[src/rtl/lcd_seq_pkg.sv]
package lcd_seq_pkg;

    localparam int CFG_STEPS = 8;

    typedef enum logic [2:0] {
        ST_POWER,
        ST_ISSUE,
        ST_ACK,
        ST_BUSY,
        ST_GAP,
        ST_DONE
    } seq_state_e;

    typedef struct packed {
        logic       nibble_only;
        logic       rs;
        logic [7:0] data;
    } xfer_t;

endpackage

[src/rtl/lcd_cfg_table.sv]
module lcd_cfg_table
    import lcd_seq_pkg::*;
#(
    parameter int SW = 3
)(
    input  logic [SW-1:0] step,
    output xfer_t         item
);

    always_comb begin
        item = '{nibble_only: 1'b0, rs: 1'b0, data: 8'h00};
        case (int'(step))
            0, 1, 2: item = '{nibble_only: 1'b1, rs: 1'b0, data: 8'h30};
            3:       item = '{nibble_only: 1'b1, rs: 1'b0, data: 8'h20};
            4:       item.data = 8'h28;
            5:       item.data = 8'h0C;
            6:       item.data = 8'h01;
            7:       item.data = 8'h06;
            default: item.data = 8'h00;
        endcase
    end

endmodule

[src/rtl/lcd_text_rom.sv]
module lcd_text_rom #(
    parameter int             AW   = 5,
    parameter int             LEN  = 8,
    parameter logic [8*LEN-1:0] TEXT = "HI THERE"
)(
    input  logic [AW-1:0] addr,
    output logic [7:0]    ch
);

    always_comb begin
        ch = 8'h00;
        for (int k = 0; k < LEN; k++) begin
            if (int'(addr) == k) ch = TEXT[8*(LEN-1-k) +: 8];
        end
    end

endmodule

[src/rtl/lcd_init_seq.sv]
module lcd_init_seq
    import lcd_seq_pkg::*;
#(
    parameter int unsigned      CLK_HZ     = 50_000_000,
    parameter int unsigned      POWERUP_US = 1_000_000,
    parameter int unsigned      GAP_US     = 5_000,
    parameter int               MSG_LEN    = 8,
    parameter logic [8*MSG_LEN-1:0] MSG_TEXT = "HI THERE"
)(
    input  logic       clk,
    input  logic       rst,
    input  logic       wr_busy,
    output logic       wr_req,
    output logic       wr_nibble_only,
    output logic       wr_rs,
    output logic [7:0] wr_data,
    output logic       done
);

    localparam longint unsigned PWR_RAW = (64'(CLK_HZ) * 64'(POWERUP_US)) / 64'd1_000_000;
    localparam longint unsigned GAP_RAW = (64'(CLK_HZ) * 64'(GAP_US)) / 64'd1_000_000;
    localparam longint unsigned PWR_CYC = (PWR_RAW < 64'd1) ? 64'd1 : PWR_RAW;
    localparam longint unsigned GAP_CYC = (GAP_RAW < 64'd1) ? 64'd1 : GAP_RAW;
    localparam longint unsigned CNT_MAX = (PWR_CYC > GAP_CYC) ? PWR_CYC : GAP_CYC;
    localparam int              CW      = $clog2(CNT_MAX + 1);
    localparam logic [CW-1:0]   PWR_LAST = CW'(PWR_CYC - 1);
    localparam logic [CW-1:0]   GAP_LAST = CW'(GAP_CYC - 1);
    localparam int              IW      = $clog2(CFG_STEPS + MSG_LEN + 1);
    localparam int              SW      = $clog2(CFG_STEPS);

    typedef struct packed {
        seq_state_e    state;
        logic [CW-1:0] cnt;
        logic [IW-1:0] idx;
    } seq_regs_t;

    seq_regs_t     regs_q, regs_d;
    logic          in_cfg;
    logic          at_end;
    logic          issue;
    logic [IW-1:0] txt_addr;
    logic [7:0]    txt_ch;
    xfer_t         cfg_item;
    xfer_t         cur_item;

    assign in_cfg   = regs_q.idx < IW'(CFG_STEPS);
    assign txt_addr = regs_q.idx - IW'(CFG_STEPS);

    lcd_cfg_table #(.SW(SW)) u_cfg (
        .step (regs_q.idx[SW-1:0]),
        .item (cfg_item)
    );

    lcd_text_rom #(.AW(IW), .LEN(MSG_LEN), .TEXT(MSG_TEXT)) u_txt (
        .addr (txt_addr),
        .ch   (txt_ch)
    );

    always_comb begin
        if (in_cfg) cur_item = cfg_item;
        else        cur_item = '{nibble_only: 1'b0, rs: 1'b1, data: txt_ch};
        at_end = !in_cfg && (txt_ch == 8'h00);
    end

    always_comb begin
        regs_d = regs_q;
        issue  = 1'b0;
        case (regs_q.state)
            ST_POWER: begin
                if (regs_q.cnt == PWR_LAST) begin
                    regs_d.state = ST_ISSUE;
                    regs_d.cnt   = '0;
                end else begin
                    regs_d.cnt = regs_q.cnt + 1'b1;
                end
            end
            ST_ISSUE: begin
                if (at_end) begin
                    regs_d.state = ST_DONE;
                end else begin
                    issue        = 1'b1;
                    regs_d.state = ST_ACK;
                end
            end
            ST_ACK: begin
                if (wr_busy) regs_d.state = ST_BUSY;
            end
            ST_BUSY: begin
                if (!wr_busy) begin
                    regs_d.idx = regs_q.idx + 1'b1;
                    if (in_cfg) begin
                        regs_d.state = ST_GAP;
                        regs_d.cnt   = '0;
                    end else begin
                        regs_d.state = ST_ISSUE;
                    end
                end
            end
            ST_GAP: begin
                if (regs_q.cnt == GAP_LAST) begin
                    regs_d.state = ST_ISSUE;
                    regs_d.cnt   = '0;
                end else begin
                    regs_d.cnt = regs_q.cnt + 1'b1;
                end
            end
            default: regs_d = regs_q;
        endcase
    end

    always_ff @(posedge clk) begin
        if (rst) begin
            regs_q <= '{state: ST_POWER, cnt: '0, idx: '0};
        end else begin
            regs_q <= regs_d;
        end
    end

    assign wr_req = issue;
    assign {wr_nibble_only, wr_rs, wr_data} = issue ? cur_item : '0;
    assign done   = (regs_q.state == ST_DONE);

endmodule

[config.mk]
export PLATFORM = sky130hd
export DESIGN_NAME = lcd_init_seq
export DESIGN_NICKNAME = d
export VERILOG_FILES = /design/src/rtl/lcd_seq_pkg.sv /design/src/rtl/lcd_cfg_table.sv /design/src/rtl/lcd_text_rom.sv /design/src/rtl/lcd_init_seq.sv
export SDC_FILE = /design/constraint.sdc
export NUM_CORES = 1
export LEC_CHECK = 0
export ABC_AREA = 1
export ABC_CLOCK_PERIOD_IN_PS = 1840
export BUFFER_PORTS_ARGS = -buffer_cell sky130_fd_sc_hd__buf_2
export CORE_MARGIN = 8
export CORE_UTILIZATION = 45
export DETAILED_ROUTE_END_ITERATION = 6
export RECOVER_POWER = 50
export SETUP_SLACK_MARGIN = 0.5
export SYNTH_ARGS = -nofsm -noshare
export SYNTH_HDL_FRONTEND = slang
export SYNTH_SLANG_ARGS = --single-unit
[constraint.sdc]
create_clock -name clk -period 1.84 [get_ports clk]
set_input_delay 0 -clock clk [delete_from_list [all_inputs] [get_ports clk]]
set_output_delay 0 -clock clk [all_outputs]
set_load 0.02 [all_outputs]
==> results by group, run 1 <==
STA
  – Final setup viols: 22
  – Slew HR: 0.617
  – RSZ-0062 raised after global routing: yes
  – Max Slew Vio Count: 0
  – Final WS setup: -244 ps
  – Final Hold Vio Count: 0
  – Fin crit share: 1.13
  – Maximum clock frequency: 480 MHz
  – Hold WS: 208 ps
  – Worst-Margin Slew: 574 ps
  – Clk_skew: 5.18 ps
  – Fin crit period: 2080 ps

Synth
  – Register area share after synthesis: 0.283
  – Async set or reset register ratio after synthesis: 0
  – Net Count, Synth: 397
  – Gate Count Post-Synth: 386
  – Post-synth EDFFs: 0
  – Primary FF master, synth: dfxtp_1
  – Synth cell types: 32
  – Combined area of all synthesized cells: 2410 um2
  – Yosys warns: 0
  – Number of synthesized register bits: 34
  – Syn Area/Cell: 6.24 um2

Routing
  – Post-route ant nets: 0
  – Initial DRT Pass Iterations: 5
  – Via total after detailed routing: 2822
  – Vias/cell: approximately 5.3
  – DRT iter0 DRCs: 167
  – Post-route DRC: 0
  – Drt total wl: 7950 um
  – Routed wire length per instance: 14.9 um

Place
  – Placed Area: between 2000 and 3000 um2
  – # port buffers: 13
  – Placer Congestion: 0.841
  – Post-DP HPWL: 4730 um

Global routing
  – Antenna violations before repair: 0
  – Total GRT Usage: 0.193
  – Total grt overflow: 0
  – Pin count of the biggest net entering global routing: 20
  – First-pass GRT wire length: approximately 12000 um
  – Vias in the first global route: between 2000 and 3000

Clock network
  – Skew-Pair Late Insertion Delay: 290 ps
  – Clock buffer count from CTS: 5
  – Root Driver: clkbuf_8
  – CTS tree: built
  – Clock-pin slew on the worst setup and hold paths: 70 ps
  – Max Buffers Root-to-Sink: 2
  – CTS H-tree lvls: 2
  – Clock sink total: 34

Setup path
  – Worst path arrival time: 2080 ps
  – Reg2Reg Setup Slack: -40 ps
  – Crit path capture type: primary output
  – WS Path Type: reg2out
  – CP max FO: 7
  – CP required: 1840 ps
  – Startpoint type of the worst setup path: flop

Floorplanning
  – Ports: 15
  – Die H: 89.2 um
  – Die ar.: 7950 um2
  – Initial core utilization: 0.469
  – # rows: 26
  – Die Width: 89.2 um
  – Core Region: 5140 um2

Cells and area
  – Synth-to-layout area growth: 62.6%
  – Largest registers: regs_q x34
  – Most frequent cells in the layout: nand2_1, nor2_1, buf_4
  – Number of diodes: 0
  – Design area: 3920 um2
  – Layout Utilization: 0.762
  – Biggest register: regs_q
  – Share of cells above drive strength 1: 0.536
  – Final net count: roughly 470
  – Max reg flops: 34

Run status
  – Status: complete, but fails checks
  – Failing checks: setup timing

Worst hold path
  – Worst min path class: in2reg

Job
  – Maxcap violations: 0

Power
  – Max VDD drop: 650 uV
  – Power Dens Cells: 545 nW/um2
  – Static leakage: 1.64 nW
-- through the flow --
stage	worst slack, ps	power (mW)	std cells	TNS [ps]
after floorplan	232	1.18	386	0
after global placement	41.7	1.26	473	0
after detailed placement	30.4	1.26	473	0
after CTS	-158	2.07	523	-1140
after global routing	-317	2.24	533	-4270
final	-244	2.13	533	-2110
-- power breakdown --
part           total, mW  switching [mW]  internal (mW)
combinational      0.748           0.394          0.354
sequential         0.804          0.0333          0.771
clock              0.581           0.279          0.302
total               2.13           0.706           1.43
-- what timing repair did --
action                                  in CTS  in global routing
pin swaps                                   56                 52
setup buffers                               39                 10
endpoints found under the setup margin      43                 44
hold endpoints to repair                     2                  0
hold buffers                                 1                  0
gates cloned                                 2                  0
gates resized for setup                    119                 69
-- worst paths after layout --
kind	from	end	cells past startpoint
min	wr_busy	regs_q[33]$_SDFFE_PP0P_	5
max reg2reg	regs_q[4]$_SDFFE_PP0P_	regs_q[26]$_SDFFE_PP0P_	13
max	regs_q[4]$_SDFFE_PP0P_	wr_data[2]	12
min reg2reg	regs_q[13]$_SDFFE_PP0P_	regs_q[13]$_SDFFE_PP0P_	1
-- cell families (layout without fill, tap and decap cells) --
family	Yosys count	count (layout)	synth area share
other	1	1	0.00156
buffers and inverters	60	136	0.106
XOR/XNOR	1	1	0.00364
AO/OA/AOI/OAI	43	43	0.0946
AND/OR/NAND/NOR	239	240	0.470
flip-flops	34	34	0.283
adder cells (fa/ha/maj)	8	8	0.0416
-- area by class of cell --
class / instances / area [um2]
clock inverter: 1 / 5.00
multi-input combinational: 293 / 2110
fill: 404 / 1220
timing repair buffer: 74 / 686
sequential: 34 / 709
inverter: 54 / 228
tap: 70 / 87.6
clock buffer: 7 / 86.3
-- Yosys cell counts (2+ instances only) --
library cell | n | area share
a21oi_1 | 21 | 0.044
nand3_2 | 2 | 0.0083
ha_1 | 8 | 0.042
inv_2 | 10 | 0.016
nand2_1 | 79 | 0.12
o21ai_1 | 2 | 0.0042
nand2_4 | 3 | 0.014
buf_2 | 2 | 0.0042
nor2_2 | 9 | 0.023
inv_1 | 44 | 0.069
nor2_1 | 70 | 0.11
nor2_4 | 3 | 0.014
buf_4 | 3 | 0.0093
nor3_2 | 4 | 0.017
nor3_1 | 22 | 0.046
dfxtp_1 | 34 | 0.28
nand2_2 | 7 | 0.018
nand3_1 | 26 | 0.054
o21ai_0 | 15 | 0.031
or2_1 | 2 | 0.0052
nand4_1 | 9 | 0.023
-- layer usage --
| metal | part of all wire | up-vias | global-route usage |
|---|---|---|---|
| li1 | - | 1391 | - |
| met1 | 0.40 | 1328 | 0.215 |
| met2 | 0.52 | 86 | 0.350 |
| met3 | 0.050 | 17 | 0.0349 |
| met4 | 0.030 | 0 | 0.0801 |
| met5 | 0 | - | 0 |
-- worst max-delay path, stage by stage (launching register included) --
cell	delay, ps
dfxtp_2	350
inv_4	50
ha_4	340
nand2_4	90
nor2_4	150
nor2_2	60
nand2_2	100
nor2_4	60
nand2_2	90
nand2_4	100
buf_6	150
a31oi_4	130
buf_6	130
Power figures use the tool's default switching activity.
==> run 2, diff against run 1 <==
--- a/config.mk
+++ b/config.mk
@@ -5,7 +5,7 @@
 export SDC_FILE = /design/constraint.sdc
 export NUM_CORES = 1
 export LEC_CHECK = 0
-export ABC_AREA = 1
+export ABC_AREA = 0
 export ABC_CLOCK_PERIOD_IN_PS = 1840
 export BUFFER_PORTS_ARGS = -buffer_cell sky130_fd_sc_hd__buf_2
 export CORE_MARGIN = 8
@@ -15,4 +15,5 @@
 export SETUP_SLACK_MARGIN = 0.5
 export SYNTH_ARGS = -nofsm -noshare
 export SYNTH_HDL_FRONTEND = slang
+export SYNTH_HIERARCHICAL = 1
 export SYNTH_SLANG_ARGS = --single-unit
==> run 2 against run 1 <==
Net effect:
- the flow still finishes with violations (setup timing)
- via count down 26%
- power fell by 22%
- critical path depth decreased by 1
- final cell count decreased by 30%
- hold slack got worse by 200 ps
- wire length decreased by 26%
- global-route usage is 3.1 points lower
- worst setup slack lost 3.6 ps
- sequential share of layout area rose by 2.9 points
==> results by group, run 2 <==
Run status
  – Status: complete, but fails checks
  – Failing checks: setup timing

Floorplanning
  – Initial core utilization: 0.470 (+0.00164)
  – Die Width: 83.9 um (-5.9%)
  – Ports: 15 (unchanged)
  – Die ar.: 7040 um2 (-11%)
  – Die H: 83.9 um (-5.9%)
  – Core Region: 4410 um2 (-14%)
  – # rows: 24 (-7.7%)

Setup path
  – WS Path Type: reg2out
  – Startpoint type of the worst setup path: flop
  – Critical Path Source: regs_q[3]$_SDFFE_PP0P_
  – Reg2Reg Depth: 12 (-1)
  – CP required: 1840 ps (about the same)
  – CP Depth: 11 (-1)
  – Crit path to: wr_data[2]
  – CP max FO: 6 (-1)
  – Crit path capture type: primary output
  – R2R Path End: regs_q[33]$_SDFFE_PP0P_
  – Worst path arrival time: 2090 ps (about the same)
  – CP peak stage delay: 350 ps (about the same)
  – Critical path, cell by cell: inv_4, ha_4, inv_4, nor2_4, and3_4, nor4_4, nand3_2, nand2_4, buf_12, nor2_4, buf_6
  – CP delay by family, top: simple AND/OR/NAND/NOR gates
  – Reg2Reg Setup Slack: -200 ps (-160 ps)
  – Reg-to-reg startpoint: regs_q[3]$_SDFFE_PP0P_
  – Worst Path Buf+Inv: 4 (+1)
  – Crit-path slowest cell: dfxtp_2

Power
  – Seq pwr share: 0.450 (+0.073)
  – Sw Ratio: 0.194 (-0.137)
  – P_sw: 324 uW (-54%)
  – Power Dens Cells: 499 nW/um2 (-8.4%)
  – Total power: 1.67 mW (-22%)
  – Clk network pwr share: 0.515 (+0.243)
  – Combinational share of power: 0.035 (-0.316)
  – Static leakage: 1.24 nW (-24%)
  – Max VDD drop: 422 uV (-35%)
  – Int Pwr: 1.34 mW (-5.8%)

Synth
  – Combined area of all synthesized cells: 2080 um2 (-14%)
  – Most area-consuming cells after synthesis: dfxtp_1, xnor2_1, nor2_1, mux2i_1, a21oi_1
  – Post-synth EDFFs: 0 (unchanged)
  – Register area share after synthesis: 0.328 (+0.0453)
  – Largest area contributor in the netlist: dfxtp_1
  – Number of synthesized register bits: 34 (unchanged)
  – Yosys warns: 6 (+6)
  – Synth cell count leaders: dfxtp_1, nor2_1, xnor2_1, nand2_1, a21oi_1
  – Yosys top cell area share: 0.328 (+0.0453)
  – Async set or reset register ratio after synthesis: 0 (unchanged)
  – Synth cell types: 51 (+59%)
  – Most common cell in the synthesized netlist: dfxtp_1
  – Syn Area/Cell: 8.14 um2 (+30%)
  – Primary FF master, synth: dfxtp_1
  – Gate Count Post-Synth: 255 (-34%)

STA
  – Worst-Margin Slew: 641 ps (+66.8 ps)
  – Max Slew Vio Count: 0 (unchanged)
  – Fin crit share: 1.13 (+0.00196)
  – Final Hold Vio Count: 0 (unchanged)
  – Fin crit period: 2090 ps (+3.61 ps)
  – RSZ-0062 raised after global routing: yes
  – Slew HR: 0.570 (-0.0473)
  – Fin Setup TNS: -3700 ps (-1590 ps)
  – Final setup viols: 34 (+55%)
  – Final WS setup: -247 ps (-3.61 ps)
  – Maximum clock frequency: 479 MHz (-0.17%)
  – Clk_skew: 6.74 ps (+1.56 ps)

Cells and area
  – Number of diodes: 0 (unchanged)
  – Biggest register: regs_q
  – Max reg flops: 34 (unchanged)
  – Share of cells above drive strength 1: 0.542 (+0.00642)
  – Layout Utilization: 0.757 (-0.00456)
  – Largest registers: regs_q x34
  – Synth-to-layout area growth: 61.1%
  – Final net count: 326 (-31%)
  – Commonest non-fill, non-tap cell in the layout: buf_4
  – Most frequent cells in the layout: buf_4, buf_6, dfxtp_2, dfxtp_1, nor2_1

Routing
  – Via total after detailed routing: 2082 (-26%)
  – Routed wire length per instance: 15.7 um (+5.2%)
  – Post-route ant nets: 0 (unchanged)
  – Wl on met1: 2870 um (-9.8%)
  – Drt total wl: 5850 um (-26%)
  – Vias/cell: 5.58 (+5.4%)
  – Met3 wire length: 191 um (-52%)
  – Top sig layer: met4
  – Met2 wire length: 2730 um (-34%)
  – DRT iter0 DRCs: 137 (-18%)
  – Initial DRT Pass Iterations: 4 (-1)
  – Post-route DRC: 0 (unchanged)

Job
  – Maxcap violations: 0 (unchanged)

Clock network
  – Max Buffers Root-to-Sink: 2 (unchanged)
  – Clock buffer count from CTS: 5 (unchanged)
  – CTS tree: built
  – CTS H-tree lvls: 2 (unchanged)
  – Skew-Pair Late Insertion Delay: 290 ps (about the same)
  – Root Driver: clkbuf_8
  – Number of hold buffers added after CTS: 0 (-1)
  – Clock-pin slew on the worst setup and hold paths: 70 ps (about the same)
  – Clock sink total: 34 (unchanged)

Place
  – Placer Congestion: 0.846 (+0.53%)
  – Post-DP HPWL: 3880 um (-18%)
  – # port buffers: 13 (unchanged)

Global routing
  – Vias in the first global route: 1970 (-25%)
  – Pin count of the biggest net entering global routing: 12 (-40%)
  – Total GRT Usage: 0.162 (-0.0315)
  – Antenna violations before repair: 0 (unchanged)
  – Total grt overflow: 0 (unchanged)
  – First-pass GRT wire length: 9510 um (-21%)

Worst hold path
  – Worst min path class: in2reg
run 2: cell type report:
type,instances,area [um2]
sequential,34,702
inverter,11,48.8
timing repair buffer,69,628
multi-input combinational,199,1760
clock inverter,2,60.1
clock buffer,6,82.6
fill,320,1070
tap,52,65.1
run 2: cells by family after synthesis:
group,after synthesis,share of synthesized area
AO/OA/AOI/OAI,39,0.127
XOR/XNOR,21,0.0886
adder cells (fa/ha/maj),3,0.0181
buffers and inverters,24,0.0548
flip-flops,34,0.328
multiplexers,9,0.0434
other,2,0.00362
AND/OR/NAND/NOR,123,0.336
run 2: power by group through the flow:
stage / sequential, mW / combinational [mW] / clock (mW)
floorplan: 0.765 / 0.0382 / 0
detailed placement: 0.766 / 0.0392 / 0
global route: 0.750 / 0.0654 / 0.913
finish: 0.750 / 0.0585 / 0.859
global placement: 0.766 / 0.0385 / 0
CTS: 0.749 / 0.0512 / 0.880
run 2: per-layer routing:
metal	track usage	vias up
li1	-	1041
met1	0.215	1002
met2	0.245	32
met3	0.0430	7
met4	0.0518	0
met5	0	-
run 2: timing repair:
action / CTS / global route
endpoints found under the hold margin: 0 / 0
pin swaps: 15 / 14
gates cloned: 2 / 0
setup endpoints to repair: 44 / 43
setup buffers: 9 / 3
gates resized for setup: 66 / 38
run 2: how the worst min path moves through the flow:
| stage | startpoint | endpoint | cells past startpoint |
|---|---|---|---|
| final | rst | regs_q[32]$_SDFFE_PP0P_ | 2 |
| after global routing | rst | regs_q[32]$_SDFFE_PP0P_ | 2 |
| after CTS | rst | regs_q[32]$_SDFFE_PP0P_ | 2 |
| after detailed placement | rst | regs_q[32]$_SDFFE_PP0P_ | 2 |
| after global placement | rst | regs_q[32]$_SDFFE_PP0P_ | 2 |
| after floorplan | wr_busy | regs_q[32]$_SDFFE_PP0P_ | 2 |
run 2: metrics by stage:
stage                     setup slack, ps  std cells  hold WS (ps)  instance area (um2)
after detailed placement             -118        351           305                 2690
after global routing                 -346        373          25.3                 3340
after floorplan                      -188        257           246                 2330
final                                -247        373          9.17                 3340
after global placement              -79.8        351           308                 2690
after CTS                            -272        370          2.86                 3150
==> run 3, diff against run 2 <==
--- a/config.mk
+++ b/config.mk
@@ -7,10 +7,11 @@
 export LEC_CHECK = 0
 export ABC_AREA = 0
 export ABC_CLOCK_PERIOD_IN_PS = 1840
-export BUFFER_PORTS_ARGS = -buffer_cell sky130_fd_sc_hd__buf_2
 export CORE_MARGIN = 8
-export CORE_UTILIZATION = 45
+export CORE_UTILIZATION = 57
 export DETAILED_ROUTE_END_ITERATION = 6
+export DONT_BUFFER_PORTS = 1
+export PLACE_DENSITY = 0.72
 export RECOVER_POWER = 50
 export SETUP_SLACK_MARGIN = 0.5
 export SYNTH_ARGS = -nofsm -noshare
==> run 3 against run 2 <==
Net effect:
- first-iteration DRC count rose by 93%
- sequential power fell by 0.5%
- combinational power rose by 35%
- the flow finishes with violations (DRC, setup timing)
- fmax fell by 2.1%
- hold slack improved by 120 ps
- final area fell by 3.9%
- die area fell by 17%
- non-clock buffer count fell by 2
- critical path depth fell by 1
- final cell count fell by 1.6%
==> results by group, run 3 (synthesized netlist as in run 2, its figures left out) <==
Run status
  – Status: complete, but fails checks
  – Failing checks: DRC, setup timing

Setup path
  – Worst path arrival time: 2130 ps (+40 ps)
  – CP max FO: 6 (unchanged)
  – Startpoint type of the worst setup path: flop
  – Crit path capture type: primary output
  – Reg2Reg Setup Slack: -260 ps (-60 ps)
  – Reg2Reg Depth: 11 (-1)
  – WS Path Type: reg2out
  – CP required: 1840 ps (about the same)

STA
  – Fin crit period: 2130 ps (+45.8 ps)
  – Final WS setup: -293 ps (-45.8 ps)
  – Final Hold Vio Count: 0 (unchanged)
  – Max Slew Vio Count: 0 (unchanged)
  – Worst-Margin Slew: 630 ps (-10.6 ps)
  – Maximum clock frequency: 469 MHz (-2.1%)
  – Clk_skew: 14.0 ps (+7.30 ps)
  – Hold WS: 131 ps (+122 ps)
  – Slew HR: 0.577 (+0.00710)
  – Final setup viols: 36 (+5.9%)
  – RSZ-0062 raised after global routing: yes
  – Fin crit share: 1.16 (+0.0249)

Floorplanning
  – Ports: 15 (unchanged)
  – # rows: 22 (-8.3%)
  – Initial core utilization: 0.580 (+0.110)
  – Core Region: 3580 um2 (-19%)
  – Die Width: 76.3 um (-9.0%)
  – Die ar.: 5830 um2 (-17%)
  – Die H: 76.3 um (-9.0%)

Cells and area
  – Share of cells above drive strength 1: 0.545 (+0.00340)
  – Commonest non-fill, non-tap cell in the layout: buf_4
  – Most frequent cells in the layout: buf_4, dfxtp_2, dfxtp_1
  – Final net count: 324 (-0.61%)
  – Max reg flops: 34 (unchanged)
  – # fillers: 155 (-52%)
  – Design area: 3210 um2 (-3.9%)
  – Largest registers: regs_q x34
  – Multi-input gate area: 1730 um2 (-1.4%)
  – Number of diodes: 0 (unchanged)
  – Layout Utilization: 0.898 (+0.140)
  – Synth-to-layout area growth: 54.7%
  – Biggest register: regs_q
  – Reg area: 708 um2 (+0.89%)

Power
  – Total power: 1.26 mW (-24%)
  – Power Dens Cells: 394 nW/um2 (-21%)
  – Static leakage: 1.17 nW (-5.8%)
  – Seq pwr share: 0.590 (+0.140)
  – Combinational share of power: 0.062 (+0.027)
  – P_sw: 303 uW (-6.3%)
  – Sw Ratio: 0.240 (+0.0458)
  – Clk network pwr share: 0.348 (-0.167)
  – Max VDD drop: 588 uV (+39%)
  – Int Pwr: 961 uW (-28%)

Place
  – Post-DP HPWL: 3770 um (-3.0%)
  – Dpl ws: -167 ps (-49.2 ps)
  – # port buffers: 0 (-13)
  – Placed Area: 2590 um2 (-3.4%)
  – Placer Congestion: 0.876 (+3.5%)

Global routing
  – First-pass GRT wire length: 10400 um (+9.6%)
  – Antenna violations before repair: 0 (unchanged)
  – Total GRT Usage: 0.218 (+0.0559)
  – Total grt overflow: 0 (unchanged)
  – Vias in the first global route: 2099 (+6.5%)
  – Pin count of the biggest net entering global routing: 13 (+1)

Clock network
  – CTS H-tree lvls: 2 (unchanged)
  – Max Buffers Root-to-Sink: 2 (unchanged)
  – Clock buffer count from CTS: 5 (unchanged)
  – Root Driver: clkbuf_4
  – CTS tree: built
  – Clock-pin slew on the worst setup and hold paths: 100 ps (+30 ps)
  – Skew-Pair Late Insertion Delay: 350 ps (+60 ps)
  – Clock sink total: 34 (unchanged)

Worst hold path
  – Worst min path class: in2reg
  – Hold Path Cell Cnt: 4 (+2)

Routing
  – DRT iter0 DRCs: 264 (+93%)
  – Vias/cell: 6.36 (+14%)
  – Drt total wl: 7810 um (+34%)
  – Post-route ant nets: 0 (unchanged)
  – Initial DRT Pass Iterations: 7 (+3)
  – Routed wire length per instance: 21.3 um (+36%)
  – Post-route DRC: 1 (+1)
  – Via total after detailed routing: 2333 (+12%)

Job
  – Maxcap violations: 0 (unchanged)
run 3: cell count changes in the layout (fill, tap and decap cells not counted), sizes merged:
cell | before | now
clkinv | 0 | 1
dlygate4sd3 | 0 | 2
bufinv | 2 | 0
buf | 67 | 63
clkbuf | 8 | 9
run 3: timing repair:
action / in CTS / in global routing
hold buffers: 2 / 0
cloned: 3 / 0
pin swaps: 19 / 15
gates resized for setup: 48 / 42
endpoints found under the hold margin: 9 / 0
endpoints found under the setup margin: 45 / 44
setup buffers: 15 / 8
run 3: stage by stage:
step                      cells  setup TNS [ps]
final                       367           -7090
after global placement      331            -261
after detailed placement    331            -688
after global routing        367           -8580
after floorplan             257            -427
after CTS                   359           -2020
run 3: worst max-delay path, cell delays in order (launching register included):
cell and delay, ps:
dfxtp_1 350, inv_2 60, ha_4 240, inv_4 70
nor2_4 50, and3_4 170, nor4_2 320, nand3_2 180
nand2_4 140, buf_12 150, nor2_4 60
run 3: final timing paths:
path,startpoint,end
setup / recovery,regs_q[4]$_SDFFE_PP0P_,wr_data[4]
hold / removal,rst,regs_q[23]$_SDFFE_PP0P_
setup reg to reg,regs_q[4]$_SDFFE_PP0P_,regs_q[33]$_SDFFE_PP0P_
hold reg to reg,regs_q[6]$_SDFFE_PP0P_,regs_q[6]$_SDFFE_PP0P_
run 3: final cells by class:
type	count	share of cell area
multi-input combinational	199	0.539
sequential	34	0.220
inverter	11	0.0152
timing repair buffer	67	0.188
clock buffer	7	0.0171
clock inverter	1	0.00156
tap	48	0.0187
run 3: power by group through the flow:
stage	clock [mW]	combinational [mW]	sequential, mW
final	0.440	0.0787	0.746
after floorplan	0	0.0382	0.765
after CTS	0.445	0.0646	0.748
after global placement	0	0.0345	0.765
after global routing	0.463	0.0842	0.746
after detailed placement	0	0.0362	0.765
run 3: layer usage:
layer  wire (um)  GRT usage
met5           0          0
met4         396      0.127
met3         578     0.0483
met2        3710      0.354
met1        3120      0.256
